<file path="config.mk">
export PLATFORM = sky130hd
export DESIGN_NAME = fe_link_top
export DESIGN_NICKNAME = d
export VERILOG_FILES = /design/src/rtl/link_pkg.sv /design/src/rtl/link_ser.sv /design/src/rtl/link_deser.sv /design/src/rtl/fwd_arb.sv /design/src/rtl/fe_link_top.sv
export SDC_FILE = /design/constraint.sdc
export NUM_CORES = 1
export LEC_CHECK = 0
export BUFFER_PORTS_ARGS = -buffer_cell sky130_fd_sc_hd__buf_2
export CORE_ASPECT_RATIO = 0.75
export CORE_MARGIN = 5
export CORE_UTILIZATION = 35
export DETAILED_ROUTE_END_ITERATION = 10
export PLACE_DENSITY_LB_ADDON = 0.25
export SYNTH_ARGS = -nofsm -noshare
export SYNTH_HDL_FRONTEND = slang
export SYNTH_HIERARCHICAL = 1
export SYNTH_SLANG_ARGS = --single-unit
export TNS_END_PERCENT = 100
</file>
<file path="constraint.sdc">
create_clock -name clk -period 3.26 [get_ports clk]
set_input_delay 0.163 -clock clk [delete_from_list [all_inputs] [get_ports clk]]
set_output_delay 0.163 -clock clk [all_outputs]
set_load 0.1 [all_outputs]
</file>
<file path="src/rtl/link_pkg.sv">
package link_pkg;

    typedef enum logic [1:0] {
        KIND_INSTR = 2'b00,
        KIND_MACK  = 2'b01,
        KIND_CTRL  = 2'b10,
        KIND_RSVD  = 2'b11
    } kind_e;

    localparam int TAG_W = 2;

endpackage

</file>
<file path="src/rtl/link_ser.sv">
module link_ser #(
    parameter  int BEAT_W = 64,
    localparam int PKT_W  = 2 * BEAT_W
) (
    input  logic              clk,
    input  logic              rst_n,
    input  logic              phase,
    input  logic              ld_en,
    input  logic [PKT_W-1:0]  ld_pkt,
    input  logic              ld_two,
    output logic              can_load,
    input  logic              ch_ready,
    output logic              beat_vld,
    output logic [BEAT_W-1:0] beat
);

    typedef enum logic [1:0] {
        SER_IDLE,
        SER_HEAD,
        SER_TAIL
    } ser_state_e;

    ser_state_e         st_q, st_d;
    logic [PKT_W-1:0]   pkt_q;
    logic               two_q;

    // state register
    always_ff @(posedge clk or negedge rst_n) begin
        if (!rst_n) begin
            st_q  <= SER_IDLE;
            pkt_q <= '0;
            two_q <= 1'b0;
        end else begin
            st_q <= st_d;
            if (ld_en) begin
                pkt_q <= ld_pkt;
                two_q <= ld_two;
            end
        end
    end

    // next state
    always_comb begin
        st_d = st_q;
        unique case (st_q)
            SER_IDLE: if (ld_en) st_d = SER_HEAD;
            SER_HEAD: begin
                if (ch_ready) begin
                    if (two_q)      st_d = SER_TAIL;
                    else if (ld_en) st_d = SER_HEAD;
                    else            st_d = SER_IDLE;
                end
            end
            SER_TAIL: st_d = ld_en ? SER_HEAD : SER_IDLE;
            default:  st_d = SER_IDLE;
        endcase
    end

    // outputs
    always_comb begin
        beat_vld = 1'b0;
        can_load = 1'b0;
        unique case (st_q)
            SER_IDLE: begin
                beat_vld = 1'b0;
                can_load = phase;
            end
            SER_HEAD: begin
                beat_vld = ch_ready;
                can_load = phase && ch_ready && !two_q;
            end
            SER_TAIL: begin
                beat_vld = 1'b1;
                can_load = phase;
            end
            default: begin
                beat_vld = 1'b0;
                can_load = 1'b0;
            end
        endcase
        beat = (st_q == SER_TAIL) ? pkt_q[BEAT_W-1:0] : pkt_q[PKT_W-1:BEAT_W];
    end

    AST_TAIL_NEXT: assert property (@(posedge clk) disable iff (!rst_n)
        (st_q == SER_HEAD && ch_ready && two_q) |=> (beat_vld && st_q == SER_TAIL));

endmodule

</file>
<file path="src/rtl/link_deser.sv">
module link_deser
    import link_pkg::*;
#(
    parameter  int         BEAT_W   = 64,
    parameter  logic [3:0] TWO_MASK = 4'b0001,
    parameter  int         DEPTH    = 2,
    localparam int         DATA_W   = 2 * BEAT_W - TAG_W,
    localparam int         PTR_W    = $clog2(DEPTH),
    localparam int         CNT_W    = $clog2(DEPTH + 1)
) (
    input  logic              clk,
    input  logic              rst_n,
    input  logic              phase,
    input  logic              beat_vld,
    input  logic [BEAT_W-1:0] beat,
    output logic              ch_ready,
    output logic              out_valid,
    input  logic              out_ready,
    output logic [TAG_W-1:0]  out_kind,
    output logic [DATA_W-1:0] out_data
);

    typedef enum logic {
        DS_HEAD,
        DS_TAIL
    } ds_state_e;

    ds_state_e          st_q, st_d;
    logic [BEAT_W-1:0]  head_q;
    logic [TAG_W-1:0]   tag_in;
    logic               want_two;
    logic               push, pop;
    logic [TAG_W-1:0]   push_kind;
    logic [DATA_W-1:0]  push_data;
    logic [PTR_W-1:0]   wr_q, rd_q;
    logic [CNT_W-1:0]   cnt_q;
    logic [TAG_W-1:0]   kind_arr [DEPTH];
    logic [DATA_W-1:0]  data_arr [DEPTH];

    assign tag_in   = beat[BEAT_W-1 -: TAG_W];
    assign want_two = TWO_MASK[tag_in];

    // state register
    always_ff @(posedge clk or negedge rst_n) begin
        if (!rst_n) begin
            st_q   <= DS_HEAD;
            head_q <= '0;
        end else begin
            st_q <= st_d;
            if (st_q == DS_HEAD && beat_vld) head_q <= beat;
        end
    end

    // next state
    always_comb begin
        st_d = st_q;
        unique case (st_q)
            DS_HEAD: if (beat_vld && want_two) st_d = DS_TAIL;
            DS_TAIL: if (beat_vld)             st_d = DS_HEAD;
            default: st_d = DS_HEAD;
        endcase
    end

    // outputs of the assembler
    always_comb begin
        push      = 1'b0;
        push_kind = tag_in;
        push_data = {{BEAT_W{1'b0}}, beat[BEAT_W-TAG_W-1:0]};
        unique case (st_q)
            DS_HEAD: push = beat_vld && !want_two;
            DS_TAIL: begin
                push      = beat_vld;
                push_kind = head_q[BEAT_W-1 -: TAG_W];
                push_data = {head_q[BEAT_W-TAG_W-1:0], beat};
            end
            default: push = 1'b0;
        endcase
    end

    // packet buffer
    for (genvar g = 0; g < DEPTH; g++) begin : g_slot
        logic [TAG_W-1:0]  kind_s;
        logic [DATA_W-1:0] data_s;
        always_ff @(posedge clk or negedge rst_n) begin
            if (!rst_n) begin
                kind_s <= '0;
                data_s <= '0;
            end else if (push && wr_q == PTR_W'(g)) begin
                kind_s <= push_kind;
                data_s <= push_data;
            end
        end
        assign kind_arr[g] = kind_s;
        assign data_arr[g] = data_s;
    end

    assign out_valid = (cnt_q != '0);
    assign ch_ready  = (cnt_q != CNT_W'(DEPTH));
    assign pop       = phase && out_valid && out_ready;
    assign out_kind  = kind_arr[rd_q];
    assign out_data  = data_arr[rd_q];

    always_ff @(posedge clk or negedge rst_n) begin
        if (!rst_n) begin
            wr_q  <= '0;
            rd_q  <= '0;
            cnt_q <= '0;
        end else begin
            if (push) wr_q <= (wr_q == PTR_W'(DEPTH - 1)) ? '0 : wr_q + 1'b1;
            if (pop)  rd_q <= (rd_q == PTR_W'(DEPTH - 1)) ? '0 : rd_q + 1'b1;
            cnt_q <= cnt_q + CNT_W'(push) - CNT_W'(pop);
        end
    end

    AST_NO_OVERFLOW: assert property (@(posedge clk) disable iff (!rst_n)
        push |-> (cnt_q != CNT_W'(DEPTH)));

    AST_OUT_HOLD: assert property (@(posedge clk) disable iff (!rst_n)
        (out_valid && !(phase && out_ready)) |=>
            (out_valid && $stable(out_data) && $stable(out_kind)));

endmodule

</file>
<file path="src/rtl/fwd_arb.sv">
module fwd_arb
    import link_pkg::*;
#(
    parameter  int FWD_W = 64,
    localparam int PKT_W = 2 * FWD_W,
    localparam int INS_W = PKT_W - TAG_W,
    localparam int CTL_W = FWD_W - TAG_W
) (
    input  logic             clk,
    input  logic             rst_n,
    input  logic             can_load,
    input  logic             ins_valid,
    input  logic [INS_W-1:0] ins_data,
    input  logic             ctl_valid,
    input  logic [CTL_W-1:0] ctl_data,
    output logic             ins_ready,
    output logic             ctl_ready,
    output logic             ld_en,
    output logic [PKT_W-1:0] ld_pkt,
    output logic             ld_two
);

    always_comb begin
        ctl_ready = can_load;
        ins_ready = can_load && !ctl_valid;
        ld_en     = can_load && (ctl_valid || ins_valid);
        ld_two    = !ctl_valid;
        if (ctl_valid) ld_pkt = {KIND_CTRL, ctl_data, {FWD_W{1'b0}}};
        else           ld_pkt = {KIND_INSTR, ins_data};
    end

    AST_CTRL_FIRST: assert property (@(posedge clk) disable iff (!rst_n)
        (ctl_valid && ins_valid && ctl_ready) |-> !ins_ready);

endmodule

</file>
<file path="src/rtl/fe_link_top.sv">
module fe_link_top
    import link_pkg::*;
#(
    parameter  int FWD_W     = 64,
    parameter  int REV_W     = 16,
    parameter  int BUF_DEPTH = 2,
    localparam int INS_W     = 2 * FWD_W - TAG_W,
    localparam int CTL_W     = FWD_W - TAG_W,
    localparam int ACK_W     = 2 * REV_W - TAG_W
) (
    input  logic             clk,
    input  logic             rst_n,
    input  logic             phase,
    input  logic             ins_valid,
    output logic             ins_ready,
    input  logic [INS_W-1:0] ins_data,
    input  logic             ctl_valid,
    output logic             ctl_ready,
    input  logic [CTL_W-1:0] ctl_data,
    output logic             pkt_valid,
    input  logic             pkt_ready,
    output logic [1:0]       pkt_kind,
    output logic [INS_W-1:0] pkt_data,
    input  logic             ack_in_valid,
    output logic             ack_in_ready,
    input  logic [ACK_W-1:0] ack_in_data,
    output logic             ack_out_valid,
    input  logic             ack_out_ready,
    output logic [ACK_W-1:0] ack_out_data,
    output logic             fwd_beat_vld,
    output logic [FWD_W-1:0] fwd_beat,
    output logic             rev_beat_vld,
    output logic [REV_W-1:0] rev_beat
);

    logic               f_can, f_ld, f_two, f_chr;
    logic [2*FWD_W-1:0] f_pkt;
    logic               r_can, r_ld, r_chr;
    logic [2*REV_W-1:0] r_pkt;
    logic [TAG_W-1:0]   r_kind;

    fwd_arb #(.FWD_W(FWD_W)) u_arb (
        .clk       (clk),
        .rst_n     (rst_n),
        .can_load  (f_can),
        .ins_valid (ins_valid),
        .ins_data  (ins_data),
        .ctl_valid (ctl_valid),
        .ctl_data  (ctl_data),
        .ins_ready (ins_ready),
        .ctl_ready (ctl_ready),
        .ld_en     (f_ld),
        .ld_pkt    (f_pkt),
        .ld_two    (f_two)
    );

    link_ser #(.BEAT_W(FWD_W)) u_fwd_tx (
        .clk      (clk),
        .rst_n    (rst_n),
        .phase    (phase),
        .ld_en    (f_ld),
        .ld_pkt   (f_pkt),
        .ld_two   (f_two),
        .can_load (f_can),
        .ch_ready (f_chr),
        .beat_vld (fwd_beat_vld),
        .beat     (fwd_beat)
    );

    link_deser #(.BEAT_W(FWD_W), .TWO_MASK(4'b0001), .DEPTH(BUF_DEPTH)) u_fwd_rx (
        .clk       (clk),
        .rst_n     (rst_n),
        .phase     (phase),
        .beat_vld  (fwd_beat_vld),
        .beat      (fwd_beat),
        .ch_ready  (f_chr),
        .out_valid (pkt_valid),
        .out_ready (pkt_ready),
        .out_kind  (pkt_kind),
        .out_data  (pkt_data)
    );

    assign r_pkt        = {KIND_MACK, ack_in_data};
    assign r_ld         = r_can && ack_in_valid;
    assign ack_in_ready = r_can;

    link_ser #(.BEAT_W(REV_W)) u_rev_tx (
        .clk      (clk),
        .rst_n    (rst_n),
        .phase    (phase),
        .ld_en    (r_ld),
        .ld_pkt   (r_pkt),
        .ld_two   (1'b1),
        .can_load (r_can),
        .ch_ready (r_chr),
        .beat_vld (rev_beat_vld),
        .beat     (rev_beat)
    );

    link_deser #(.BEAT_W(REV_W), .TWO_MASK(4'b0010), .DEPTH(BUF_DEPTH)) u_rev_rx (
        .clk       (clk),
        .rst_n     (rst_n),
        .phase     (phase),
        .beat_vld  (rev_beat_vld),
        .beat      (rev_beat),
        .ch_ready  (r_chr),
        .out_valid (ack_out_valid),
        .out_ready (ack_out_ready),
        .out_kind  (r_kind),
        .out_data  (ack_out_data)
    );

    AST_PHASE_ALT: assert property (@(posedge clk) disable iff (!rst_n)
        phase |=> !phase);

    AST_PHASE_RET: assert property (@(posedge clk) disable iff (!rst_n)
        !phase |=> phase);

    AST_ACCEPT_ON_PHASE: assert property (@(posedge clk) disable iff (!rst_n)
        ((ins_valid && ins_ready) || (ctl_valid && ctl_ready) || (ack_in_valid && ack_in_ready)) |-> phase);

    AST_ACK_KIND: assert property (@(posedge clk) disable iff (!rst_n)
        ack_out_valid |-> (r_kind == KIND_MACK));

endmodule

</file>
==> report_table.html <==
<table>
<tr><th>Metric</th><th>Value</th></tr>
<tr><th colspan="2">Run status</th></tr>
<tr><td>Result of the run</td><td>finished, final reports clean</td></tr>
<tr><th colspan="2">Timing</th></tr>
<tr><td>Sum Neg Setup Slack</td><td>0 ps</td></tr>
<tr><td>Count of final hold-check violations</td><td>0</td></tr>
<tr><td>Worst clock skew</td><td>19.91 ps</td></tr>
<tr><td>Worst Max-Slew Pin Slew</td><td>803.1 ps</td></tr>
<tr><td>Number of pins exceeding their max-slew limit in the final report</td><td>0</td></tr>
<tr><td>Slew Limit Headroom</td><td>46.46%</td></tr>
<tr><td>Tcrit/Tclk final</td><td>91.44%</td></tr>
<tr><td>Final Setup Violations</td><td>0</td></tr>
<tr><td>Minimum clock period after layout</td><td>2981 ps</td></tr>
<tr><td>Maximum clock frequency</td><td>335.5 MHz</td></tr>
<tr><td>Minimum setup slack in the final design</td><td>279.0 ps</td></tr>
<tr><td>Setup repair after global routing missed its margin</td><td>false</td></tr>
<tr><th colspan="2">GRT</th></tr>
<tr><td>Largest net degree at the start of global routing</td><td>82</td></tr>
<tr><td>First-pass GRT wire length</td><td>114100 um</td></tr>
<tr><td>Total congestion overflow after global routing</td><td>0</td></tr>
<tr><td>Via count of the first global-routing pass</td><td>19.10k</td></tr>
<tr><td>Antenna violations before repair</td><td>3</td></tr>
<tr><td>Aggregate global-route resource usage</td><td>17.51%</td></tr>
<tr><th colspan="2">Layout</th></tr>
<tr><td>Post-Route Utilization</td><td>45.44%</td></tr>
<tr><td>Area overhead of the layout relative to synthesis</td><td>28.58%</td></tr>
<tr><td>Sequential Area</td><td>14270 sq um</td></tr>
<tr><td>Total Nets Final</td><td>2851</td></tr>
<tr><td>Area used by multi-input combinational logic</td><td>11460 sq um</td></tr>
<tr><td>Filler Cell Count</td><td>6867</td></tr>
<tr><td>Fraction of final layout cells sized beyond drive strength 1</td><td>49.45%</td></tr>
<tr><td>Post-layout instance count excluding filler cells</td><td>3678</td></tr>
<tr><th colspan="2">Routing</th></tr>
<tr><td>Detailed Route WL</td><td>72660 um</td></tr>
<tr><td>Number of antenna-violating nets in the routed design</td><td>0</td></tr>
<tr><td>Vias post-DR</td><td>17.52k</td></tr>
<tr><td>Vias per cell</td><td>4.763</td></tr>
<tr><td>1st-iter DRT viols</td><td>830</td></tr>
<tr><td>Final routed wire length divided by cell count</td><td>19.75 um</td></tr>
<tr><td>Detailed Routing Iterations Pass 1</td><td>5</td></tr>
<tr><td>Total DRC errors in the routed layout</td><td>0</td></tr>
<tr><th colspan="2">Clock tree</th></tr>
<tr><td>Longest Clk Path Bufs</td><td>3</td></tr>
<tr><td>Number of sinks on the clock net</td><td>570</td></tr>
<tr><td>Clock tree from TritonCTS</td><td>done</td></tr>
<tr><td>Cts bufs inserted</td><td>59</td></tr>
<tr><td>Post-CTS Setup Inserts</td><td>0</td></tr>
<tr><td>Clock slew seen by the registers of the worst setup and hold paths</td><td>60 ps</td></tr>
<tr><td>Clock latency of the later-clocked register in the worst-skew pair</td><td>620 ps</td></tr>
<tr><td>Clock Root Buffer</td><td>clkbuf_16</td></tr>
<tr><td>Number of levels in the clock H-tree</td><td>2</td></tr>
<tr><th colspan="2">Yosys</th></tr>
<tr><td>Syn. warnings</td><td>6</td></tr>
<tr><td>Synth Area per Inst</td><td>13.78 sq um</td></tr>
<tr><td>Synthesized netlist cell count</td><td>1932</td></tr>
<tr><td>Cell area after synthesis</td><td>26620 sq um</td></tr>
<tr><th colspan="2">Worst setup path</th></tr>
<tr><td>WP data arrival</td><td>2820 ps</td></tr>
<tr><td>Maximum fanout along the worst path</td><td>40</td></tr>
<tr><td>Critical Path Source Type</td><td>register</td></tr>
<tr><td>Critical path capture point type</td><td>output pin</td></tr>
<tr><td>Required time at the endpoint of the critical path</td><td>3100 ps</td></tr>
<tr><td>Category of the most critical setup path</td><td>reg2out</td></tr>
<tr><th colspan="2">Placement</th></tr>
<tr><td>Placer congestion estimate</td><td>0.7762</td></tr>
<tr><td>HPWL after detailed placement</td><td>48820 um</td></tr>
<tr><td>Port buffer count</td><td>470</td></tr>
<tr><td>Placement Setup Slack</td><td>625.9 ps</td></tr>
<tr><td>Dpl cells</td><td>3344</td></tr>
<tr><th colspan="2">Die</th></tr>
<tr><td>Die footprint</td><td>81740 sq um</td></tr>
<tr><td>Row count</td><td>87</td></tr>
<tr><td>Core region area</td><td>75330 sq um</td></tr>
<tr><td>Overall die width</td><td>328.5 um</td></tr>
<tr><td>Vertical extent of the die</td><td>248.8 um</td></tr>
<tr><td>Initial core utilization</td><td>35.34%</td></tr>
<tr><td>Top-Level Pins</td><td>471</td></tr>
<tr><th colspan="2">Job</th></tr>
<tr><td>Max cap viols</td><td>0</td></tr>
<tr><th colspan="2">Min path</th></tr>
<tr><td>Worst Hold Class</td><td>in2reg</td></tr>
</table>
==> metal layers <==
metal / GRT usage, % / vias to the layer above / part of all wire (%)
li1: - / 8128 / -
met4: 5.693 / 2 / 3.2
met5: 0 / - / 0.018
met3: 2.824 / 116 / 4.2
met1: 23.50 / 8938 / 45
met2: 29.09 / 335 / 48
==> critical path: stages, from the launching register on <==
cell and delay, ps:
dfrtp_1 440, inv_1 170, ha_4 180, buf_4 510, mux2_2 340, buf_2 480
==> sequential cells by signal, indices dropped and copies added (netlist names), 2 cells and up <==
signal	count
u_fwd_rx/cnt_q	2
u_fwd_rx/g_slot.data_s	252
u_fwd_rx/g_slot.kind_s	4
u_fwd_rx/head_q	64
u_fwd_tx/pkt_q	128
u_fwd_tx/st_q	2
u_rev_rx/cnt_q	2
u_rev_rx/g_slot.data_s	60
u_rev_rx/head_q	14
u_rev_tx/pkt_q	32
u_rev_tx/st_q	2
==> repair_timing <==
action                    CTS  global route
hold endpoints to repair  230             0
resized for setup           0             0
hold buffers              227             0
==> stage by stage <==
| step | hold WS (ps) | instance area (sq um) |
|---|---|---|
| 6_report | 90.67 | 34230 |
| 3_5_place_dp | 227.4 | 30040 |
| 5_1_grt | 63.23 | 34230 |
| 3_3_place_gp | 231.9 | 30040 |
| 4_1_cts | 45.94 | 34220 |
| 2_1_floorplan | -132.6 | 26640 |
==> layout by cell type (no fill, tap or decap), types with 4 or more instances in the layout <==
master         count
mux2_2           512
buf_2            468
o21ai_0          181
clkinv_2           9
nand2_1          139
nor2b_1           70
conb_1             4
dfrtp_1          567
ha_1              15
buf_4             38
o21ai_1           23
clkbuf_8          15
mux2_4           163
and2_1            16
dlygate4sd3_1    227
clkbuf_16         61
inv_1             13
xnor2_1            5
buf_12            16
clkbuf_1          15
mux2_1            47
==> path summary, 6_finish.rpt <==
kind	from	to	slack (ps)	depth (start not counted)
hold / removal	phase	u_fwd_rx/rd_q$_DFFE_PN0P_	90	3
setup / recovery	u_fwd_tx/st_q[0]$_DFFE_PN0P_	fwd_beat[28]	280	5
max in group asynchronous	rst_n	u_fwd_rx/g_slot[1].data_s[69]$_DFFE_PN0P_	2010	4
min in group asynchronous	rst_n	u_fwd_tx/pkt_q[36]$_DFFE_PN0P_	150	2
setup reg to reg	u_fwd_tx/st_q[1]$_DFFE_PN0P_	u_fwd_tx/pkt_q[12]$_DFFE_PN0P_	580	8
hold reg to reg	u_fwd_rx/g_slot[1].data_s[72]$_DFFE_PN0P_	u_fwd_rx/g_slot[1].data_s[72]$_DFFE_PN0P_	470	2
==> area by class of cell <==
cell class | instances | share of cell area [%]
clock inverter | 14 | 0.3473
inverter | 15 | 0.1645
multi-input combinational | 1212 | 33.48
clock buffer | 91 | 5.227
antenna | 2 | 0.01462
timing repair buffer | 751 | 15.33
tap | 1023 | 3.739
sequential | 570 | 41.70
Power is left out: the tool's default activity adds up to more than one toggle a clock period on the data nets, which glitch-free logic cannot reach.
